## config.mk

```make
export PLATFORM = sky130hd
export DESIGN_NAME = lane_mask_collector
export DESIGN_NICKNAME = d
export VERILOG_FILES = /design/src/rtl/lmc_pkg.sv /design/src/rtl/lmc_target_sel.sv /design/src/rtl/lmc_pending_mask.sv /design/src/rtl/lmc_commit_ctrl.sv /design/src/rtl/lane_mask_collector.sv
export SDC_FILE = /design/constraint.sdc
export NUM_CORES = 1
export LEC_CHECK = 0
export BUFFER_PORTS_ARGS = -buffer_cell sky130_fd_sc_hd__buf_2
export CORE_UTILIZATION = 40
export DETAILED_ROUTE_END_ITERATION = 10
export GPL_TIMING_DRIVEN = 0
export PLACE_DENSITY_LB_ADDON = 0.25
export SLEW_MARGIN = 20
export SYNTH_ARGS = -nofsm -noshare
export SYNTH_HDL_FRONTEND = slang
export SYNTH_SLANG_ARGS = --single-unit
```

## constraint.sdc

```tcl
create_clock -name clk -period 3.42 [get_ports clk]
set_input_delay 0.171 -clock clk [delete_from_list [all_inputs] [get_ports clk]]
set_output_delay 0.171 -clock clk [all_outputs]
set_load 0.03 [all_outputs]
```

## src/rtl/lmc_pkg.sv

```systemverilog
// Shared types of the lane mask collector.
// Assumes: the target kind code is part of the block's port contract.
package lmc_pkg;
    typedef enum logic [1:0] {
        TGT_NAMED  = 2'b00,
        TGT_EXEC   = 2'b01,
        TGT_CARRY  = 2'b10,
        TGT_NAMED2 = 2'b11
    } tgt_kind_e;
endpackage

```

## src/rtl/lmc_target_sel.sv

```systemverilog
// Resolves the register that will receive the mask, from the target kind.
// Assumes: kind 2'b11 is treated as a named destination.
module lmc_target_sel
    import lmc_pkg::*;
#(
    parameter int IDX_W    = 7,
    parameter int VCC_IDX  = 106,
    parameter int EXEC_IDX = 126
) (
    input  logic [1:0]       kind_i,
    input  logic [IDX_W-1:0] dest_idx_i,
    output logic [IDX_W-1:0] tgt_o
);
    // pick the implicit register for exec-update and short-carry kinds
    always_comb begin
        unique case (tgt_kind_e'(kind_i))
            TGT_EXEC:  tgt_o = IDX_W'(EXEC_IDX);
            TGT_CARRY: tgt_o = IDX_W'(VCC_IDX);
            default:   tgt_o = dest_idx_i;
        endcase
    end
endmodule

```

## src/rtl/lmc_pending_mask.sv

```systemverilog
// Holds the pending lane mask; one set term per lane, gated by exec.
// Assumes: clear_i and accept_i come from the commit controller.
module lmc_pending_mask #(
    parameter int LANES  = 32,
    parameter int LANE_W = $clog2(LANES)
) (
    input  logic              clk,
    input  logic              rst_n,
    input  logic              accept_i,
    input  logic              clear_i,
    input  logic              res_valid_i,
    input  logic              res_bit_i,
    input  logic [LANE_W-1:0] res_lane_i,
    input  logic [LANES-1:0]  exec_mask_i,
    output logic [LANES-1:0]  pend_q_o,
    output logic [LANES-1:0]  pend_d_o
);
    logic [LANES-1:0] set_vec;

    // per-lane set condition: open, valid, true, addressed and active
    for (genvar g = 0; g < LANES; g++) begin : g_lane
        assign set_vec[g] = accept_i && res_valid_i && res_bit_i &&
                            (res_lane_i == LANE_W'(g)) && exec_mask_i[g];
    end

    // merged view including this cycle's result
    assign pend_d_o = pend_q_o | set_vec;

    // mask register: cleared at open/commit, otherwise accumulates
    always_ff @(posedge clk) begin
        if (!rst_n || clear_i) pend_q_o <= '0;
        else                   pend_q_o <= pend_d_o;
    end
endmodule

```

## src/rtl/lmc_commit_ctrl.sv

```systemverilog
// Tracks the open instruction, flags restarts and drives the write port.
// Assumes: at most one open instruction; commit wins over a same-cycle start.
module lmc_commit_ctrl #(
    parameter int LANES    = 32,
    parameter int IDX_W    = 7,
    parameter int NULL_IDX = 124
) (
    input  logic             clk,
    input  logic             rst_n,
    input  logic             start_i,
    input  logic             commit_i,
    input  logic [IDX_W-1:0] tgt_i,
    input  logic [LANES-1:0] pend_d_i,
    output logic             open_o,
    output logic             clear_o,
    output logic             wr_en_o,
    output logic [IDX_W-1:0] wr_idx_o,
    output logic [LANES-1:0] wr_data_o,
    output logic             err_o
);
    logic [IDX_W-1:0] tgt_q;
    logic             do_commit;
    logic             do_open;

    assign do_commit = open_o && commit_i;
    assign do_open   = !open_o && start_i;
    assign clear_o   = do_commit || do_open;

    // instruction state, error flag and registered write port
    always_ff @(posedge clk) begin
        if (!rst_n) begin
            open_o    <= 1'b0;
            tgt_q     <= '0;
            wr_en_o   <= 1'b0;
            wr_idx_o  <= '0;
            wr_data_o <= '0;
            err_o     <= 1'b0;
        end else begin
            err_o   <= start_i && open_o;
            wr_en_o <= 1'b0;
            if (do_commit) begin
                open_o    <= 1'b0;
                wr_en_o   <= (tgt_q != IDX_W'(NULL_IDX));
                wr_idx_o  <= tgt_q;
                wr_data_o <= pend_d_i;
            end else if (do_open) begin
                open_o <= 1'b1;
                tgt_q  <= tgt_i;
            end
        end
    end
endmodule

```

## src/rtl/lane_mask_collector.sv

```systemverilog
// Top: gathers per-lane one-bit results into a mask, written once at commit.
// Assumes: one result per cycle; the caller commits after the last lane.
module lane_mask_collector #(
    parameter int LANES    = 32,
    parameter int IDX_W    = 7,
    parameter int NULL_IDX = 124,
    parameter int VCC_IDX  = 106,
    parameter int EXEC_IDX = 126,
    localparam int LANE_W  = $clog2(LANES)
) (
    input  logic              clk,
    input  logic              rst_n,
    input  logic              start_i,
    input  logic [1:0]        kind_i,
    input  logic [IDX_W-1:0]  dest_idx_i,
    input  logic [LANES-1:0]  exec_mask_i,
    input  logic              res_valid_i,
    input  logic              res_bit_i,
    input  logic [LANE_W-1:0] res_lane_i,
    input  logic              commit_i,
    output logic              wr_en_o,
    output logic [IDX_W-1:0]  wr_idx_o,
    output logic [LANES-1:0]  wr_data_o,
    output logic              err_o
);
    logic [IDX_W-1:0] tgt;
    logic             open_q;
    logic             clear;
    logic [LANES-1:0] pend_q;
    logic [LANES-1:0] pend_d;

    lmc_target_sel #(.IDX_W(IDX_W), .VCC_IDX(VCC_IDX), .EXEC_IDX(EXEC_IDX)) u_sel (
        .kind_i(kind_i), .dest_idx_i(dest_idx_i), .tgt_o(tgt)
    );

    lmc_pending_mask #(.LANES(LANES), .LANE_W(LANE_W)) u_mask (
        .clk(clk), .rst_n(rst_n), .accept_i(open_q), .clear_i(clear),
        .res_valid_i(res_valid_i), .res_bit_i(res_bit_i), .res_lane_i(res_lane_i),
        .exec_mask_i(exec_mask_i), .pend_q_o(pend_q), .pend_d_o(pend_d)
    );

    lmc_commit_ctrl #(.LANES(LANES), .IDX_W(IDX_W), .NULL_IDX(NULL_IDX)) u_ctrl (
        .clk(clk), .rst_n(rst_n), .start_i(start_i), .commit_i(commit_i),
        .tgt_i(tgt), .pend_d_i(pend_d), .open_o(open_q), .clear_o(clear),
        .wr_en_o(wr_en_o), .wr_idx_o(wr_idx_o), .wr_data_o(wr_data_o), .err_o(err_o)
    );
endmodule

```

==> results.sh, run 1 <==
export IMPL_outcome="completed"
export IMPL_finalCritPeriodShare_pct=41.5
export IMPL_coreArea_um2=6910
export IMPL_worst_setup_path_type="flop to flop"
export IMPL_worst_ep_arrival_time_ps=1650
export IMPL_slew_headroom_pct=67.9
export IMPL_setup_tns_ps=0
export IMPL_vias=2527
export IMPL_synth_top_area_share_pct=55.8
export IMPL_setup_violations=0
export IMPL_endpoint_kind="flop"
export IMPL_worstMarginPinSlew_ps=482
export IMPL_synthTopCellsByArea="dfxtp_1, a41oi_1, and4b_1, o21ai_1, nand2_1"
export IMPL_mostFrequentLayoutCells="buf_2, dfxtp_1, nand2_1"
export IMPL_grt_pass1_vias=2298
export IMPL_rows=30
export IMPL_clk_latency_ps=350
export IMPL_synthCells=291
export IMPL_total_power_mw=1.78
export IMPL_htree_levels=3
export IMPL_cts_tree="built"
export IMPL_critical_path_required_ps=3650
export IMPL_synth_edf_count=0
export IMPL_dieHeight_um=87.2
export IMPL_finalWeightedCongestion=0.823
export IMPL_slew_viol_final=0
export IMPL_hold_buffers=0
export IMPL_async_reset_ff_share_pct=0
export IMPL_layout_cells_most_common="buf_2"
export IMPL_drt_iter0_markers=99
export IMPL_cts_resized=0
export IMPL_ant_nets=0
export IMPL_top_layer_used="met4"
export IMPL_yosysSeqAreaShare_pct=55.8
export IMPL_wl_met2_mm=3.29
export IMPL_p_per_area_nw_per_um2=485
export IMPL_antennaDiodeCount=0
export IMPL_cp_top_family="buffers and inverters"
export IMPL_portBuffers=91
export IMPL_postSynthAreaPerCell_um2=9.98
export IMPL_finalInstanceArea_um2=3680
export IMPL_cp_max_fo=10
export IMPL_vdd_drop_max_v=0.000300
export IMPL_drt_total_wl_mm=7.10
export IMPL_hpwl_mm=5.13
export IMPL_cts_sinks=81
export IMPL_drive_gt1_share_pct=33.7
export IMPL_dpl_cell_area_um2=3480
export IMPL_antenna_found_initial=0
export IMPL_die_w_um=87.2
export IMPL_wire_per_inst_um=14.4
export IMPL_wl_met1_mm=3.25
export IMPL_start_kind="flop"
export IMPL_grt_pass1_wl_mm=10.9
export IMPL_path_clk_slew_ps=90
export IMPL_start_util_pct=42.1
export IMPL_finalClockSkew_ps=7.46
export IMPL_postCtsSetupBuffers=0
export IMPL_max_stage_delay_ps=310
export IMPL_clock_fmax_ghz=0.704
export IMPL_syn_to_final_growth_pct=26.6
export IMPL_met3_length_um=428
export IMPL_vias_per_cell=5.12
export IMPL_hp_class="input port to flop"
export IMPL_die_area_um2=7610
export IMPL_synthesis_nets=344
export IMPL_leakagePower_nw=1.59
export IMPL_crit_chain="buf_6 -> and4b_1 -> buf_6 -> buf_6 -> a41oi_1 -> o21ai_1"
export IMPL_layout_nets=446
export IMPL_crit_path_frequent_cell="buf_6"
export IMPL_grt_max_degree=15
export IMPL_crit_buf_inv=3
export IMPL_drv_cap=0
export IMPL_ys_ff_latch=81
export IMPL_hold_viol=0
export IMPL_instances_no_fill=494
export IMPL_period_needed_ps=1420
export IMPL_ys_types=31
export IMPL_numCtsBuffers=9
export IMPL_synth_main_ff_cell="dfxtp_1"
export IMPL_yosys_area_top_type="dfxtp_1"
export IMPL_overflow=0
export IMPL_cp_slowest_cell="dfxtp_1"
export IMPL_fill_cells=693
export IMPL_root_buffer="clkbuf_8"
export IMPL_ys_warn_count=0
export IMPL_cts_path_max_buffers=2
export IMPL_synthesis_area_um2=2910
export IMPL_drc=0
export IMPL_dr_pass1_iters=4
export IMPL_ios=93
export IMPL_track_usage_pct=19.1
export IMPL_place_inst=478
export IMPL_rsz0062_at_grt="no"
==> worst register-to-register path, delay by kind of cell (launching register included) <==
kind | cells | cell delay, ps
buffers and inverters | 3 | 420
AO/OA/AOI/OAI | 2 | 370
flip-flops | 1 | 310
AND/OR/NAND/NOR | 1 | 200
==> cell usage after synthesis, types with 2 or more instances <==
master	n
nand3b_1	4
nor2b_1	2
and4b_1	13
buf_2	14
buf_4	2
nand3_1	2
buf_6	4
nor3b_2	3
nand2_1	34
a22o_1	7
clkbuf_1	5
o21ai_0	8
o21ai_1	26
inv_1	2
a41oi_1	19
dfxtp_1	81
a41oi_2	2
o211a_1	4
nor2_1	32
a31oi_1	12
a21oi_1	4
and3_1	2
==> where the power goes <==
group | switching, mW | total [mW] | internal [mW]
sequential | 0.00684 | 0.960 | 0.953
clock | 0.348 | 0.688 | 0.340
combinational | 0.0824 | 0.136 | 0.0539
total | 0.437 | 1.78 | 1.35
==> cell type report <==
type	instances	area (um2)	share of cell area, %
buffer	25	149	4.05
clock buffer	10	128	3.47
clock inverter	6	68.8	1.87
inverter	2	7.51	0.204
multi-input combinational	183	1130	30.7
sequential	81	1620	44.1
tap	96	120	3.27
timing repair buffer	91	455	12.4
==> registers in the layout (all words and copies together) (netlist names) <==
signal	count
u_ctrl.err_o	1
u_ctrl.wr_idx_o	7
u_ctrl.wr_data_o	32
u_ctrl.tgt_q	7
u_mask.pend_q_o	32
u_ctrl.wr_en_o	1
u_ctrl.open_o	1
==> worst paths after layout <==
kind / end / slack (ps) / cells past startpoint / from
max: u_ctrl.wr_data_o[4]$_SDFFE_PN0P_ / 2000 / 6 / u_ctrl.open_o$_SDFFE_PP0P_
max reg2reg: u_ctrl.wr_data_o[4]$_SDFFE_PN0P_ / 2000 / 6 / u_ctrl.open_o$_SDFFE_PP0P_
min: u_ctrl.open_o$_SDFFE_PP0P_ / 70 / 2 / start_i
min reg2reg: u_ctrl.wr_data_o[29]$_SDFFE_PN0P_ / 450 / 2 / u_ctrl.wr_data_o[29]$_SDFFE_PN0P_
==> routing by layer <==
metal  track usage [%]  vias up
met1              24.0     1173
met3              3.89       12
met4              9.24        0
met5                 0        -
li1                  -     1261
met2              31.4       81
==> metrics by stage <==
step                      utilization, %  worst slack, ps  hold WS (ps)
after global placement              50.4             2020           426
after CTS                           53.2             2000          66.7
after global routing                53.2             1910          79.0
after floorplan                        -             2150           281
final                               53.2             2000          72.5
after detailed placement            50.4             2000           426
==> cell families after synthesis <==
logic type,after synthesis,share of synthesized area [%]
compound gates,85,20.4
fa+ha+maj,1,0.431
buf+inv,27,5.38
flops,81,55.8
simple gates,97,18.0
Power figures use the tool's default switching activity.
==> run 2: changes to the inputs <==
==> constraint.sdc (replaced) <==
create_clock -name clk -period 1.3 [get_ports clk]
set_input_delay 0.065 -clock clk [delete_from_list [all_inputs] [get_ports clk]]
set_output_delay 0.065 -clock clk [all_outputs]
set_load 0.03 [all_outputs]
==> results.sh, run 2 (synthesis results as in run 1) <==
export IMPL_crit_path_start="u_ctrl.open_o$_SDFFE_PP0P_"
export IMPL_max_stage_delay_ps=370
export IMPL_dr_pass1_iters=4
export IMPL_wire_per_inst_um=15.1
export IMPL_path_clk_slew_ps=80
export IMPL_hpwl_mm=5.13
export IMPL_dieHeight_um=87.2
export IMPL_critical_path_required_ps=1530
export IMPL_die_area_um2=7610
export IMPL_cp_max_fo=7
export IMPL_antennaDiodeCount=0
export IMPL_setup_ws_ps=24.5
export IMPL_leakagePower_nw=1.66
export IMPL_seq_area_um2=1630
export IMPL_total_power_mw=4.72
export IMPL_reg2reg_slack_ps=20
export IMPL_antenna_found_initial=0
export IMPL_grt_pass1_vias=2341
export IMPL_r2r_start="u_ctrl.open_o$_SDFFE_PP0P_"
export IMPL_ant_nets=0
export IMPL_die_w_um=87.2
export IMPL_htree_levels=3
export IMPL_place_inst=478
export IMPL_vias=2566
export IMPL_track_usage_pct=19.7
export IMPL_hold_viol=0
export IMPL_ios=93
export IMPL_layout_nets=451
export IMPL_worstMarginPinSlew_ps=523
export IMPL_period_needed_ps=1280
export IMPL_grt_pass1_wl_mm=11.2
export IMPL_fill_cells=653
export IMPL_instances_no_fill=499
export IMPL_cts_tree="built"
export IMPL_root_buffer="clkbuf_8"
export IMPL_drc=0
export IMPL_drt_iter0_markers=85
export IMPL_cp_slowest_cell="dfxtp_4"
export IMPL_cts_path_max_buffers=2
export IMPL_syn_to_final_growth_pct=36.1
export IMPL_start_kind="flop"
export IMPL_cp_endpoint="u_ctrl.wr_data_o[20]$_SDFFE_PN0P_"
export IMPL_rsz0062_at_grt="yes"
export IMPL_endpoint_kind="flop"
export IMPL_layout_cells_most_common="buf_2"
export IMPL_grt_max_degree=15
export IMPL_drt_total_wl_mm=7.54
export IMPL_vias_per_cell=5.14
export IMPL_hold_worst_slack_ps=15.4
export IMPL_finalCritPeriodShare_pct=98.1
export IMPL_finalWeightedCongestion=0.823
export IMPL_slew_headroom_pct=65.0
export IMPL_worst_ep_arrival_time_ps=1500
export IMPL_numCtsBuffers=9
export IMPL_rr_worst_depth=5
export IMPL_outcome="completed"
export IMPL_clock_fmax_ghz=0.784
export IMPL_clk_latency_ps=340
export IMPL_coreArea_um2=6910
export IMPL_finalClockSkew_ps=6.49
export IMPL_reg_top3="u_ctrl.wr_data_o (32), u_mask.pend_q_o (32)"
export IMPL_portBuffers=91
export IMPL_worst_setup_path_type="flop to flop"
export IMPL_start_util_pct=42.1
export IMPL_multi_input_area_um2=1300
export IMPL_cts_sinks=81
export IMPL_mostFrequentLayoutCells="buf_2, dfxtp_1, nand2_1"
export IMPL_drv_cap=0
export IMPL_rows=30
export IMPL_drive_gt1_share_pct=40.9
export IMPL_hp_class="input port to flop"
export IMPL_setup_violations=0
export IMPL_slew_viol_final=0
export IMPL_p_per_area_nw_per_um2=1190
export IMPL_r2r_end="u_ctrl.wr_data_o[20]$_SDFFE_PN0P_"
export IMPL_crit_chain="and4b_1 -> buf_6 -> buf_4 -> a41oi_2 -> o21ai_1"
export IMPL_vdd_drop_max_v=0.000789
export IMPL_preCtsSetupSlack_ps=-120
export IMPL_overflow=0
run 2: per-stage QoR:
| step | util, % | setup TNS (ps) | instance area (um2) |
|---|---|---|---|
| floorplan | - | 0 | 2910 |
| global placement | 50.4 | -1150 | 3480 |
| detailed placement | 50.4 | -1560 | 3480 |
| CTS | 55.5 | -2.62 | 3830 |
| global route | 57.3 | -33.8 | 3960 |
| finish | 57.3 | 0 | 3960 |
run 2: worst min-delay path by stage:
| stage | from | depth (start not counted) | end |
|---|---|---|---|
| floorplan | start_i | 1 | u_ctrl.open_o$_SDFFE_PP0P_ |
| global placement | start_i | 2 | u_ctrl.open_o$_SDFFE_PP0P_ |
| detailed placement | start_i | 2 | u_ctrl.open_o$_SDFFE_PP0P_ |
| CTS | dest_idx_i[2] | 3 | u_ctrl.tgt_q[2]$_SDFFE_PN0P_ |
| global route | exec_mask_i[5] | 3 | u_mask.pend_q_o[5]$_SDFF_PP0_ |
| finish | exec_mask_i[31] | 3 | u_mask.pend_q_o[31]$_SDFF_PP0_ |
run 2: worst max-delay path: cells and delay by family (launching register included):
kind	cells	cell delay [ps]
compound gates	2	310
buf+inv	2	290
flops	1	370
simple gates	1	180
run 2: what timing repair did:
item / CTS / global route
hold buffers: 1 / 0
setup buffers: 3 / 0
pin swaps: 6 / 2
setup endpoints to repair: 40 / 49
endpoints found under the hold margin: 2 / 0
gates cloned: 1 / 1
gates resized for setup: 23 / 19
run 2: where the power goes:
group	total, mW	switching (mW)	leakage (nW)	internal [mW]
Clock	1.79	0.897	0.0964	0.894
Sequential	2.53	0.0223	0.655	2.51
Combinational	0.397	0.237	0.909	0.160
Total	4.72	1.16	1.66	3.56
run 2: layout make-up:
| cell class | instances | area share (%) |
|---|---|---|
| Multi-Input combinational cell | 183 | 32.9 |
| Clock inverter | 6 | 1.74 |
| Clock buffer | 10 | 3.23 |
| Tap cell | 96 | 3.04 |
| Sequential cell | 81 | 41.1 |
| Inverter | 2 | 0.190 |
| Buffer | 24 | 4.11 |
| Timing Repair Buffer | 97 | 13.7 |
run 2: metal layers:
layer,part of all wire (%),vias to the layer above,global-route usage [%]
met2,49,80,32.4
li1,-,1271,-
met5,0,-,0
met4,1.0,0,9.24
met3,5.2,6,3.89
met1,45,1209,24.9
==> run 3: changes to the inputs <==
--- a/config.mk
+++ b/config.mk
@@ -5,7 +5,7 @@
 export SDC_FILE = /design/constraint.sdc
 export NUM_CORES = 1
 export LEC_CHECK = 0
-export BUFFER_PORTS_ARGS = -buffer_cell sky130_fd_sc_hd__buf_2
+export BUFFER_PORTS_ARGS = -buffer_cell sky130_fd_sc_hd__buf_4
 export CORE_UTILIZATION = 40
 export DETAILED_ROUTE_END_ITERATION = 10
 export GPL_TIMING_DRIVEN = 0
@@ -13,4 +13,5 @@
 export SLEW_MARGIN = 20
 export SYNTH_ARGS = -nofsm -noshare
 export SYNTH_HDL_FRONTEND = slang
+export SYNTH_HIERARCHICAL = 1
 export SYNTH_SLANG_ARGS = --single-unit
==> results.sh, run 3 <==
export IMPL_clk_latency_ps=350
export IMPL_synth_top_area_share_pct=52.0
export IMPL_endpoint_kind="flop"
export IMPL_dieHeight_um=90.3
export IMPL_reg2reg_slack_ps=-80
export IMPL_cp_max_fo=8
export IMPL_crit_buf_inv=3
export IMPL_hpwl_mm=5.37
export IMPL_cp_depth=6
export IMPL_crit_chain="and4b_1 -> buf_6 -> buf_4 -> a41oi_2 -> inv_1 -> a22o_1"
export IMPL_yosysSeqAreaShare_pct=52.0
export IMPL_min_delay_start="exec_mask_i[31]"
export IMPL_hold_viol=0
export IMPL_coreArea_um2=7410
export IMPL_rsz0062_at_grt="yes"
export IMPL_ant_nets=0
export IMPL_p_clk_share_pct=39.8
export IMPL_synth_main_ff_cell="dfxtp_1"
export IMPL_vias=2549
export IMPL_p_seq_share_pct=49.0
export IMPL_layout_nets=447
export IMPL_antennaDiodeCount=0
export IMPL_drv_cap=0
export IMPL_synthCells=280
export IMPL_start_util_pct=42.1
export IMPL_drt_total_wl_mm=8.18
export IMPL_swShare_pct=22.6
export IMPL_layout_cells_most_common="buf_4"
export IMPL_dr_pass1_iters=4
export IMPL_htree_levels=3
export IMPL_ios=93
export IMPL_power_switching_mw=1.17
export IMPL_max_stage_delay_ps=350
export IMPL_crit_path_start="u_ctrl/open_o$_SDFFE_PP0P_"
export IMPL_critical_path_required_ps=1550
export IMPL_synthesis_area_um2=3120
export IMPL_leakagePower_nw=2.15
export IMPL_cts_sinks=81
export IMPL_synthesis_nets=333
export IMPL_p_per_area_nw_per_um2=1090
export IMPL_yosys_top_cells_count="dfxtp_1, a22o_1, inv_1, nor2_1, a41oi_1"
export IMPL_r2r_start="u_ctrl/open_o$_SDFFE_PP0P_"
export IMPL_finalClockSkew_ps=6.40
export IMPL_ys_types=31
export IMPL_root_buffer="clkbuf_8"
export IMPL_numCtsBuffers=9
export IMPL_overflow=0
export IMPL_synth_edf_count=0
export IMPL_drive_gt1_share_pct=49.6
export IMPL_vdd_drop_max_v=0.000627
export IMPL_hp_class="input port to flop"
export IMPL_yosys_area_top_type="dfxtp_1"
export IMPL_setup_ws_ps=-78.3
export IMPL_syn_to_final_growth_pct=51.5
export IMPL_intPower_mw=3.99
export IMPL_cp_top_family="compound AO/OA/AOI/OAI gates"
export IMPL_path_clk_slew_ps=80
export IMPL_antenna_found_initial=0
export IMPL_wire_per_inst_um=16.4
export IMPL_start_kind="flop"
export IMPL_reg_top3="u_ctrl/wr_data_o (32), u_mask/pend_q_o (32)"
export IMPL_ys_ff_latch=81
export IMPL_die_area_um2=8150
export IMPL_r2r_end="u_ctrl/wr_data_o[3]$_SDFFE_PN0P_"
export IMPL_slew_headroom_pct=36.9
export IMPL_postSynthAreaPerCell_um2=11.1
export IMPL_cts_path_max_buffers=2
export IMPL_grt_pass1_vias=2506
export IMPL_yosysMostFrequentCell="dfxtp_1"
export IMPL_rr_worst_depth=6
export IMPL_die_w_um=90.3
export IMPL_portBuffers=91
export IMPL_outcome="finished, violations left"
export IMPL_pwr_share_comb_pct=11.2
export IMPL_ys_warn_count=6
export IMPL_total_power_mw=5.15
export IMPL_grt_max_degree=13
export IMPL_synthTopCellsByArea="dfxtp_1, a22o_1, a41oi_2, a41oi_1, inv_1"
export IMPL_hold_path_endpoint="u_mask/pend_q_o[31]$_SDFF_PP0_"
export IMPL_async_reset_ff_share_pct=0
export IMPL_whs_path_depth=3
export IMPL_track_usage_pct=19.9
export IMPL_finalInstanceArea_um2=4720
export IMPL_drc=0
export IMPL_drt_iter0_markers=72
export IMPL_period_needed_ps=1380
export IMPL_cts_tree="built"
export IMPL_worst_ep_arrival_time_ps=1630
export IMPL_finalWeightedCongestion=0.742
export IMPL_finalCritPeriodShare_pct=106
export IMPL_worstMarginPinSlew_ps=940
export IMPL_dpl_cell_area_um2=4030
export IMPL_mostFrequentLayoutCells="buf_4, dfxtp_1, a22o_1"
export IMPL_worst_setup_path_type="flop to flop"
export IMPL_vias_per_cell=5.12
export IMPL_preCtsSetupSlack_ps=-357
export IMPL_cp_slowest_cell="dfxtp_4"
export IMPL_rows=31
export IMPL_clock_fmax_ghz=0.726
export IMPL_slew_viol_final=0
export IMPL_violations="setup timing"
export IMPL_grt_pass1_wl_mm=12.4
export IMPL_setup_violations=34
[run 3: power groups by stage]
stage,Combinational [mW],Clock [mW],Sequential [mW]
floorplan,0.215,0,2.59
detailed placement,0.444,0,2.59
global route,0.613,2.20,2.53
CTS,0.496,2.10,2.52
finish,0.575,2.05,2.53
global placement,0.438,0,2.59
[run 3: kinds of logic (layout without fill, tap and decap cells)]
kind of cell | count (synthesis) | after routing | synth area share (%)
AND/OR/NAND/NOR | 59 | 59 | 11.2
buffers and inverters | 55 | 174 | 9.28
flip-flops | 81 | 81 | 52.0
multiplexers | 9 | 9 | 2.97
adder cells (fa/ha/maj) | 1 | 1 | 0.402
AO/OA/AOI/OAI | 75 | 75 | 24.1
[run 3: tightest hold or removal path: stages]
cell	delay [ps]
buf_4	80
a41oi_2	110
nor2_1	90
[run 3: area by class of cell]
type                       instances  area, um2
buffer                            17        196
fill                             609       2690
sequential                        81       1630
clock inverter                     2       60.1
inverter                          35        131
clock buffer                      14        163
multi-input combinational        144       1510
timing repair buffer             106        911
tap                               99        124
[run 3: worst max path at each step]
stage	endpoint	slack, ps
detailed placement	u_mask/pend_q_o[18]$_SDFF_PP0_	-360
floorplan	u_ctrl/wr_data_o[0]$_SDFFE_PN0P_	-7
finish	u_ctrl/wr_data_o[3]$_SDFFE_PN0P_	-80
global route	u_ctrl/wr_data_o[1]$_SDFFE_PN0P_	-120
global placement	u_mask/pend_q_o[10]$_SDFF_PP0_	-260
CTS	u_ctrl/wr_data_o[0]$_SDFFE_PN0P_	-70
[run 3: through the flow]
step | utilization (%) | hold slack, ps | cells | TNS, ps
after floorplan | - | 175 | 280 | -14.8
after global placement | 54.5 | 284 | 470 | -9850
after detailed placement | 54.5 | 293 | 470 | -12070
after CTS | 60.2 | 3.48 | 497 | -759
after global routing | 63.7 | 29.9 | 498 | -3020
final | 63.7 | 31.0 | 498 | -1080
[run 3: routing by layer]
layer  routed length (um)  vias to the layer above  track usage, %
met5                    0                        -               0
met4                  157                        0            8.06
met3                  376                       14            4.88
met2                 4150                       65            33.7
met1                 3500                     1231            24.2
li1                     -                     1239               -
[run 3: what timing repair did]
item / CTS / global route
gates cloned: 2 / 3
endpoints found under the hold margin: 2 / 0
pin swaps: 14 / 7
buffers inserted: 10 / 0
hold buffers: 1 / 0
gates resized for setup: 22 / 39
endpoints found under the setup margin: 59 / 77
